File: src/rtl/gcr_sep_pkg.sv
package gcr_sep_pkg;
  localparam int NIB_W   = 4;
  localparam int CODE_W  = 5;
  localparam int HALVES  = 2;
  localparam int GROUP_W = CODE_W * HALVES;
  localparam int BYTE_W  = NIB_W * HALVES;

  function automatic logic [CODE_W-1:0] gcr_enc5(input logic [NIB_W-1:0] nib);
    logic [CODE_W-1:0] c;
    case (nib)
      4'h0: c = 5'b01010;
      4'h1: c = 5'b01011;
      4'h2: c = 5'b10010;
      4'h3: c = 5'b10011;
      4'h4: c = 5'b01110;
      4'h5: c = 5'b01111;
      4'h6: c = 5'b10110;
      4'h7: c = 5'b10111;
      4'h8: c = 5'b01001;
      4'h9: c = 5'b11001;
      4'hA: c = 5'b11010;
      4'hB: c = 5'b11011;
      4'hC: c = 5'b01101;
      4'hD: c = 5'b11101;
      4'hE: c = 5'b11110;
      default: c = 5'b10101;
    endcase
    return c;
  endfunction

  // A five-bit code is legal when some nibble encodes to it.
  function automatic logic gcr_code_ok(input logic [CODE_W-1:0] code);
    logic hit;
    hit = 1'b0;
    for (int n = 0; n < (1 << NIB_W); n++) begin
      if (gcr_enc5(NIB_W'(n)) == code) hit = 1'b1;
    end
    return hit;
  endfunction
endpackage

File: src/rtl/gcr_cell_timer.sv
module gcr_cell_timer #(
  parameter int DENS_W     = 2,
  parameter int CELL_W     = 4,
  parameter int CYC_TOP    = 16,
  parameter int SAMPLE_BIT = 1
) (
  input  logic              clk,
  input  logic              rst_n,
  input  logic              flux_i,
  input  logic [DENS_W-1:0] dens_i,
  output logic              rise_o,
  output logic              fall_o,
  output logic              bit_val_o
);
  localparam int CYC_W = $clog2(CYC_TOP + 1);

  logic [CYC_W-1:0]  cyc_q, cyc_d, cyc_inc, dens_ext;
  logic [CELL_W-1:0] cell_q, cell_d;

  assign dens_ext = CYC_W'(dens_i);
  assign cyc_inc  = cyc_q + 1'b1;

  always_comb begin
    cyc_d  = cyc_inc;
    cell_d = cell_q;
    if (flux_i) begin
      cyc_d  = dens_ext;
      cell_d = '0;
    end else if (cyc_inc == CYC_W'(CYC_TOP)) begin
      cyc_d  = dens_ext;
      cell_d = cell_q + 1'b1;
    end
  end

  assign rise_o    = ~cell_q[SAMPLE_BIT] &  cell_d[SAMPLE_BIT];
  assign fall_o    =  cell_q[SAMPLE_BIT] & ~cell_d[SAMPLE_BIT];
  assign bit_val_o = ~|cell_d[CELL_W-1:CELL_W-2];

  always_ff @(posedge clk or negedge rst_n) begin
    if (!rst_n) begin
      cyc_q  <= '0;
      cell_q <= '0;
    end else begin
      cyc_q  <= cyc_d;
      cell_q <= cell_d;
    end
  end
endmodule

File: src/rtl/gcr_read_path.sv
module gcr_read_path
  import gcr_sep_pkg::*;
#(
  parameter int CNT_W = $clog2(GROUP_W)
) (
  input  logic               clk,
  input  logic               rst_n,
  input  logic               rise_i,
  input  logic               bit_val_i,
  input  logic               rd_mode_i,
  output logic [GROUP_W-1:0] shreg_d_o,
  output logic [GROUP_W-1:0] shreg_q_o,
  output logic               sync_n_q_o,
  output logic [CNT_W-1:0]   bitcnt_d_o
);
  logic [GROUP_W-1:0] shreg_q, shreg_d;
  logic               sync_n_q, sync_n_d;
  logic [CNT_W-1:0]   bitcnt_q, bitcnt_d;

  always_comb begin
    shreg_d = shreg_q;
    if (rise_i) shreg_d = {shreg_q[GROUP_W-2:0], bit_val_i};
  end

  assign sync_n_d = ~(rd_mode_i & (&shreg_d));

  always_comb begin
    bitcnt_d = bitcnt_q;
    if (!sync_n_d) begin
      bitcnt_d = '0;
    end else if (rise_i && sync_n_q) begin
      if (bitcnt_q == CNT_W'(GROUP_W - 1)) bitcnt_d = '0;
      else                                 bitcnt_d = bitcnt_q + 1'b1;
    end
  end

  always_ff @(posedge clk or negedge rst_n) begin
    if (!rst_n) begin
      shreg_q  <= '0;
      sync_n_q <= 1'b1;
      bitcnt_q <= '0;
    end else begin
      shreg_q  <= shreg_d;
      sync_n_q <= sync_n_d;
      bitcnt_q <= bitcnt_d;
    end
  end

  assign shreg_d_o  = shreg_d;
  assign shreg_q_o  = shreg_q;
  assign sync_n_q_o = sync_n_q;
  assign bitcnt_d_o = bitcnt_d;
endmodule

File: src/rtl/gcr_write_path.sv
module gcr_write_path
  import gcr_sep_pkg::*;
#(
  parameter int CNT_W = $clog2(GROUP_W)
) (
  input  logic               clk,
  input  logic               rst_n,
  input  logic               rise_i,
  input  logic               fall_i,
  input  logic [CNT_W-1:0]   bitcnt_d_i,
  input  logic               rd_mode_i,
  input  logic               gcr_mode_i,
  input  logic [BYTE_W-1:0]  byte_i,
  input  logic [GROUP_W-1:0] shreg_d_i,
  output logic               ready_n_o,
  output logic               err_o,
  output logic               wr_bit_o
);
  logic [GROUP_W-1:0] coded, group_sel;
  logic [HALVES-1:0]  half_ok;
  logic [GROUP_W-1:0] wsh_q, wsh_d;
  logic               ready_n_q, ready_n_d;
  logic               err_q, err_d;
  logic               wr_q, wr_d;
  logic               load, valid;

  for (genvar g = 0; g < HALVES; g++) begin : g_half
    assign coded[g*CODE_W +: CODE_W] = gcr_enc5(byte_i[g*NIB_W +: NIB_W]);
    assign half_ok[g]                = gcr_code_ok(shreg_d_i[g*CODE_W +: CODE_W]);
  end

  assign group_sel = gcr_mode_i ? coded : '1;
  assign load      = fall_i & (bitcnt_d_i == CNT_W'(GROUP_W - 1));
  assign ready_n_d = ~load;
  assign valid     = rd_mode_i ? (&half_ok) : 1'b1;
  assign err_d     = ~valid & ready_n_d;

  always_comb begin
    wsh_d = wsh_q;
    if (load)        wsh_d = group_sel;
    else if (fall_i) wsh_d = {wsh_q[GROUP_W-2:0], 1'b0};
  end

  always_comb begin
    wr_d = wr_q;
    if (rd_mode_i)   wr_d = 1'b0;
    else if (rise_i) wr_d = wsh_q[GROUP_W-1];
  end

  always_ff @(posedge clk or negedge rst_n) begin
    if (!rst_n) begin
      wsh_q     <= '0;
      ready_n_q <= 1'b1;
      err_q     <= 1'b0;
      wr_q      <= 1'b0;
    end else begin
      wsh_q     <= wsh_d;
      ready_n_q <= ready_n_d;
      err_q     <= err_d;
      wr_q      <= wr_d;
    end
  end

  assign ready_n_o = ready_n_q;
  assign err_o     = err_q;
  assign wr_bit_o  = wr_q;
endmodule

File: src/rtl/gcr_separator.sv
module gcr_separator
  import gcr_sep_pkg::*;
#(
  parameter int DENS_W  = 2,
  parameter int CELL_W  = 4,
  parameter int CYC_TOP = 16
) (
  input  logic               clk,
  input  logic               rst_n,
  input  logic               flux_i,
  input  logic [DENS_W-1:0]  dens_i,
  input  logic               rd_mode_i,
  input  logic               gcr_mode_i,
  input  logic [BYTE_W-1:0]  byte_i,
  output logic               wr_bit_o,
  output logic               ready_n_o,
  output logic               sync_n_o,
  output logic               err_o,
  output logic [GROUP_W-1:0] shreg_o
);
  localparam int CNT_W = $clog2(GROUP_W);

  logic               rise, fall, bit_val;
  logic [GROUP_W-1:0] shreg_d;
  logic [CNT_W-1:0]   bitcnt_d;

  gcr_cell_timer #(
    .DENS_W(DENS_W), .CELL_W(CELL_W), .CYC_TOP(CYC_TOP), .SAMPLE_BIT(1)
  ) u_timer (
    .clk(clk), .rst_n(rst_n), .flux_i(flux_i), .dens_i(dens_i),
    .rise_o(rise), .fall_o(fall), .bit_val_o(bit_val)
  );

  gcr_read_path #(.CNT_W(CNT_W)) u_rd (
    .clk(clk), .rst_n(rst_n), .rise_i(rise), .bit_val_i(bit_val),
    .rd_mode_i(rd_mode_i), .shreg_d_o(shreg_d), .shreg_q_o(shreg_o),
    .sync_n_q_o(sync_n_o), .bitcnt_d_o(bitcnt_d)
  );

  gcr_write_path #(.CNT_W(CNT_W)) u_wr (
    .clk(clk), .rst_n(rst_n), .rise_i(rise), .fall_i(fall),
    .bitcnt_d_i(bitcnt_d), .rd_mode_i(rd_mode_i), .gcr_mode_i(gcr_mode_i),
    .byte_i(byte_i), .shreg_d_i(shreg_d), .ready_n_o(ready_n_o),
    .err_o(err_o), .wr_bit_o(wr_bit_o)
  );
endmodule

File: config.mk
export PLATFORM = sky130hd
export DESIGN_NAME = gcr_separator
export DESIGN_NICKNAME = d
export VERILOG_FILES = /design/src/rtl/gcr_sep_pkg.sv /design/src/rtl/gcr_cell_timer.sv /design/src/rtl/gcr_read_path.sv /design/src/rtl/gcr_write_path.sv /design/src/rtl/gcr_separator.sv
export SDC_FILE = /design/constraint.sdc
export NUM_CORES = 1
export LEC_CHECK = 0
export ABC_AREA = 1
export BUFFER_PORTS_ARGS = -buffer_cell sky130_fd_sc_hd__buf_2
export CELL_PAD_IN_SITES_DETAIL_PLACEMENT = 1
export CELL_PAD_IN_SITES_GLOBAL_PLACEMENT = 1
export CORE_AREA = 2 2 62 93
export DETAILED_ROUTE_END_ITERATION = 10
export DIE_AREA = 0 0 64 95
export PLACE_DENSITY_LB_ADDON = 0.1
export SLEW_MARGIN = 10
export SYNTH_ARGS = -nofsm -noshare
export SYNTH_HDL_FRONTEND = slang
export SYNTH_SLANG_ARGS = --single-unit
File: constraint.sdc
create_clock -name clk -period 4.2 [get_ports clk]
set_clock_uncertainty 0.2 [all_clocks]
set_input_delay 0.21 -clock clk [delete_from_list [all_inputs] [get_ports clk]]
set_output_delay 0.21 -clock clk [all_outputs]
set_load 0.01 [all_outputs]
==> results.cfg <==
[global_routing]
grt-ovfl-total = 0
grt_pass1_vias = 1859
grt_max_degree = 38
groute.usage.overall_pct = 18.2
antenna_found_initial = 0
grt_pass1_wl_um = 8600

[logic_synthesis]
yosys_warnings = 0
synth.top_cells.by_area = dfrtp_1 (43%), nand2_1 (14%), inv_1 (5.9%)
synth_top_area_share_pct = 42.7
synth_top_family_by_area = simple AND/OR/NAND/NOR gates
synth_seq_cells = 37
yosys.area_share.simple_pct = 34.9
syn_nets = 275
netlist.top_cell.by_area = dfrtp_1
synthMuxAreaShare_pct = 0.549
synth_compound_area_share_pct = 7.50
synth_cell_type_count = 35
syn_inst = 258
synth.avg_cell_area_sq_um = 7.95
synth_fa_ha_area_share_pct = 1.22
synth.cell_area_sq_um = 2050
ys_seq_area_share_pct = 45.2
synthXorXnorAreaFrac_pct = 2.13

[cts]
cts_buffer_depth = 2
root_buffer = clkbuf_8
numCtsBuffers = 5
cts_sinks = 37
clkTransAtPathRegs_ns = 0.08
cts_resized = 0
tritoncts = built
cts_max_level = 2
clock_latency_ns = 0.29

[critical_path]
cp-startpoint = u_timer.cyc_q[0]
crit_path_frequent_cell = nand2_1
critPathKind = reg -> reg
r2r-start = u_timer.cyc_q[0]
crit_arrival_ns = 3.15
cp-end-kind = register
slowest_delay_ns = 0.42
crit_path_top_delay_cell = dfrtp_1
path_max_fanout = 15
path_cells = ha_1 > nand2_1 > inv_2 > nand3_1 > nand2_2 > nor2_4 > nand4_4 > inv_6 > nand2_1 > nand2_1 > nand2_1 > nor2_1 > nand3_2 > nand3_2 > nand2_1 > nand3_1 > nand2_1
r2r_end = u_wr.wsh_q[1]
start_kind = register
required_ns = 4.19
r2r_slack_ns = 1.04
rr_worst_depth = 17
endpoint = u_wr.wsh_q[1]

[sta]
worst_pin_slew_ns = 0.841
setup_tns_ns = 0
period_needed_ns = 3.16
slew_headroom_pct = 43.9
slew_violations = 0
fin_crit_sh_pct = 75.3
rsz0062_at_grt = no
hold_viol_final = 0
setup_viol = 0
fmax_mhz = 316

[pwr]
intPower_uw = 576
powerDensity_nw_per_um2 = 305
clkPwrFrac_pct = 43.5
p_sw_share_pct = 22.3
ir_drop_uv = 125
power_leakage_uw = 0.00127
p_switching_uw = 165
seq_power_share_pct = 50.0
p_comb_share_pct = 6.6

[worst_hold_path]
hold_class = in -> reg
worstHoldPathCells = 3

[placement]
hpwl_um = 3660
gp_congestion = 0.748
port-buffer-count = 28

[routing]
route.met3.wl_um = 111
num_vias = 1775
drtIter0Drc = 72
routed_wl_um = 4820
wl_per_cell_um = 13.2
drc = 0
vias_per_cell = 4.85
met1_length_um = 2010
dr_wl_met2_um = 2630
drtAntennaViolNets = 0
firstDrtPassIters = 3
top_layer_used = met4

[finish]
layout-drive-gt1-share_pct = 21.3
insertedDiodeCount = 0
final_util_pct = 45.6
final_nets = 312
syn2layout_area_growth_pct = 18.3

[floorplanning]
core_sq_um = 5330
die_x_um = 64
std_cell_rows = 33
fp.dieH_um = 95
pin_count = 29
start_util_pct = 38.5
die_area_sq_um = 6080

[status]
outcome = finished clean

[run]
maxCapViolCount = 0
==> worst max-delay path: cells and delay by family, from the launching register on <==
kind                       cells  cell delay [ns]
buffers and inverters          2             0.25
and+or+nand+nor               14             1.92
adders and majority gates      1             0.26
DFF                            1             0.42
==> placed cells by master, fill, tap and decap left out, types with 2 or more instances in the layout <==
master         instances
clkinv_1               2
dfrtp_1               35
o21ai_2                3
inv_1                 32
o21ai_0                5
buf_4                  2
nand2_1               78
a211oi_1               4
o21ai_1                2
o21bai_1               2
dlygate4sd3_1          5
nand4_1               13
xnor2_1                2
nor3_1                 5
nand3_2                4
a21oi_1                5
ha_1                   2
clkbuf_8               6
nor2_1                15
nand3_1               18
xor2_1                 3
nand2_2                9
buf_2                 28
dfstp_2                2
==> metrics by stage <==
step | hold slack (ns) | area [sq um] | worst slack, ns | power [uW] | std cells
final | 0.0513 | 2430 | 1.04 | 741 | 366
after floorplan | -0.286 | 2050 | 1.70 | 399 | 258
after global placement | 0.171 | 2260 | 1.09 | 423 | 353
after CTS | 0.0434 | 2430 | 0.991 | 753 | 366
after global routing | 0.108 | 2430 | 0.580 | 777 | 366
after detailed placement | 0.168 | 2260 | 1.03 | 424 | 353
==> registers in the layout, indices dropped and copies added, names as in the netlist <==
| signal | count |
|---|---|
| u_rd.sync_n_q_o | 1 |
| u_rd.bitcnt_q | 4 |
| u_timer.cyc_q | 5 |
| u_wr.err_o | 1 |
| u_rd.shreg_q_o | 10 |
| u_timer.cell_q | 4 |
| u_wr.ready_n_o | 1 |
| u_wr.wsh_q | 10 |
| u_wr.wr_bit_o | 1 |
==> routing by layer <==
| layer | GRT usage, % | vias up |
|---|---|---|
| li1 | - | 906 |
| met1 | 20.9 | 837 |
| met2 | 33.9 | 27 |
| met3 | 2.86 | 5 |
| met4 | 5.98 | 0 |
| met5 | 0 | - |
==> cells by family after synthesis <==
logic type / Yosys count
buffers and inverters: 41
flip-flops: 37
XOR/XNOR: 5
AO/OA/AOI/OAI: 24
AND/OR/NAND/NOR: 148
multiplexers: 1
adder cells (fa/ha/maj): 2
==> cell type report <==
type	instances	area, sq um
Clock inverter	1	30.0
Fill cell	656	2900
Tap cell	70	87.6
Timing Repair Buffer	35	205
Sequential cell	37	928
Clock buffer	7	86.3
Inverter	36	140
Multi-Input combinational cell	180	950
==> power groups by stage <==
stage | Sequential, uW | Clock [uW] | Combinational (uW)
final | 370 | 322 | 48.9
after floorplan | 376 | 0 | 23.7
after global placement | 377 | 0 | 45.8
after global routing | 371 | 347 | 58.5
after detailed placement | 377 | 0 | 46.5
after CTS | 370 | 333 | 50.2
==> synth_stat cells <==
cell      instances
dfstp_2           2
o21ai_0           5
nand2_2           9
o21bai_1          2
nand4_4           1
a22oi_1           1
a21oi_1           5
nand2_1          78
inv_1            32
nand2_4           1
o221ai_1          1
nor3_4            1
xor2_1            3
a211oi_1          4
o22ai_1           1
ha_1              2
nor2_4            1
clkinv_1          2
nand3_2           4
buf_6             1
nor3_1            5
dfrtp_1          35
o21ai_2           3
xnor2_1           2
nand3_1          18
buf_2             3
mux2_2            1
o21ai_1           2
nand4_1          13
inv_2             1
nor2_2            1
buf_4             1
nor2_1           15
inv_6             1
nand3b_1          1
==> how the worst min path moves through the flow <==
stage | slack, ns | start | end
2_1_floorplan | -0.29 | rst_n | u_rd.bitcnt_q[0]
3_3_place_gp | 0.17 | rst_n | u_timer.cyc_q[3]
3_5_place_dp | 0.17 | rst_n | u_timer.cyc_q[3]
4_1_cts | 0.04 | byte_i[0] | u_wr.wsh_q[0]
5_1_grt | 0.11 | byte_i[3] | u_wr.wsh_q[0]
6_report | 0.05 | byte_i[0] | u_wr.wsh_q[0]
==> repair_timing <==
action | in CTS | in global routing
hold buffers | 5 | 0
setup buffers | 0 | 0
hold endpoints to repair | 42 | 0
No activity file was read; power rests on OpenSTA's default activity.
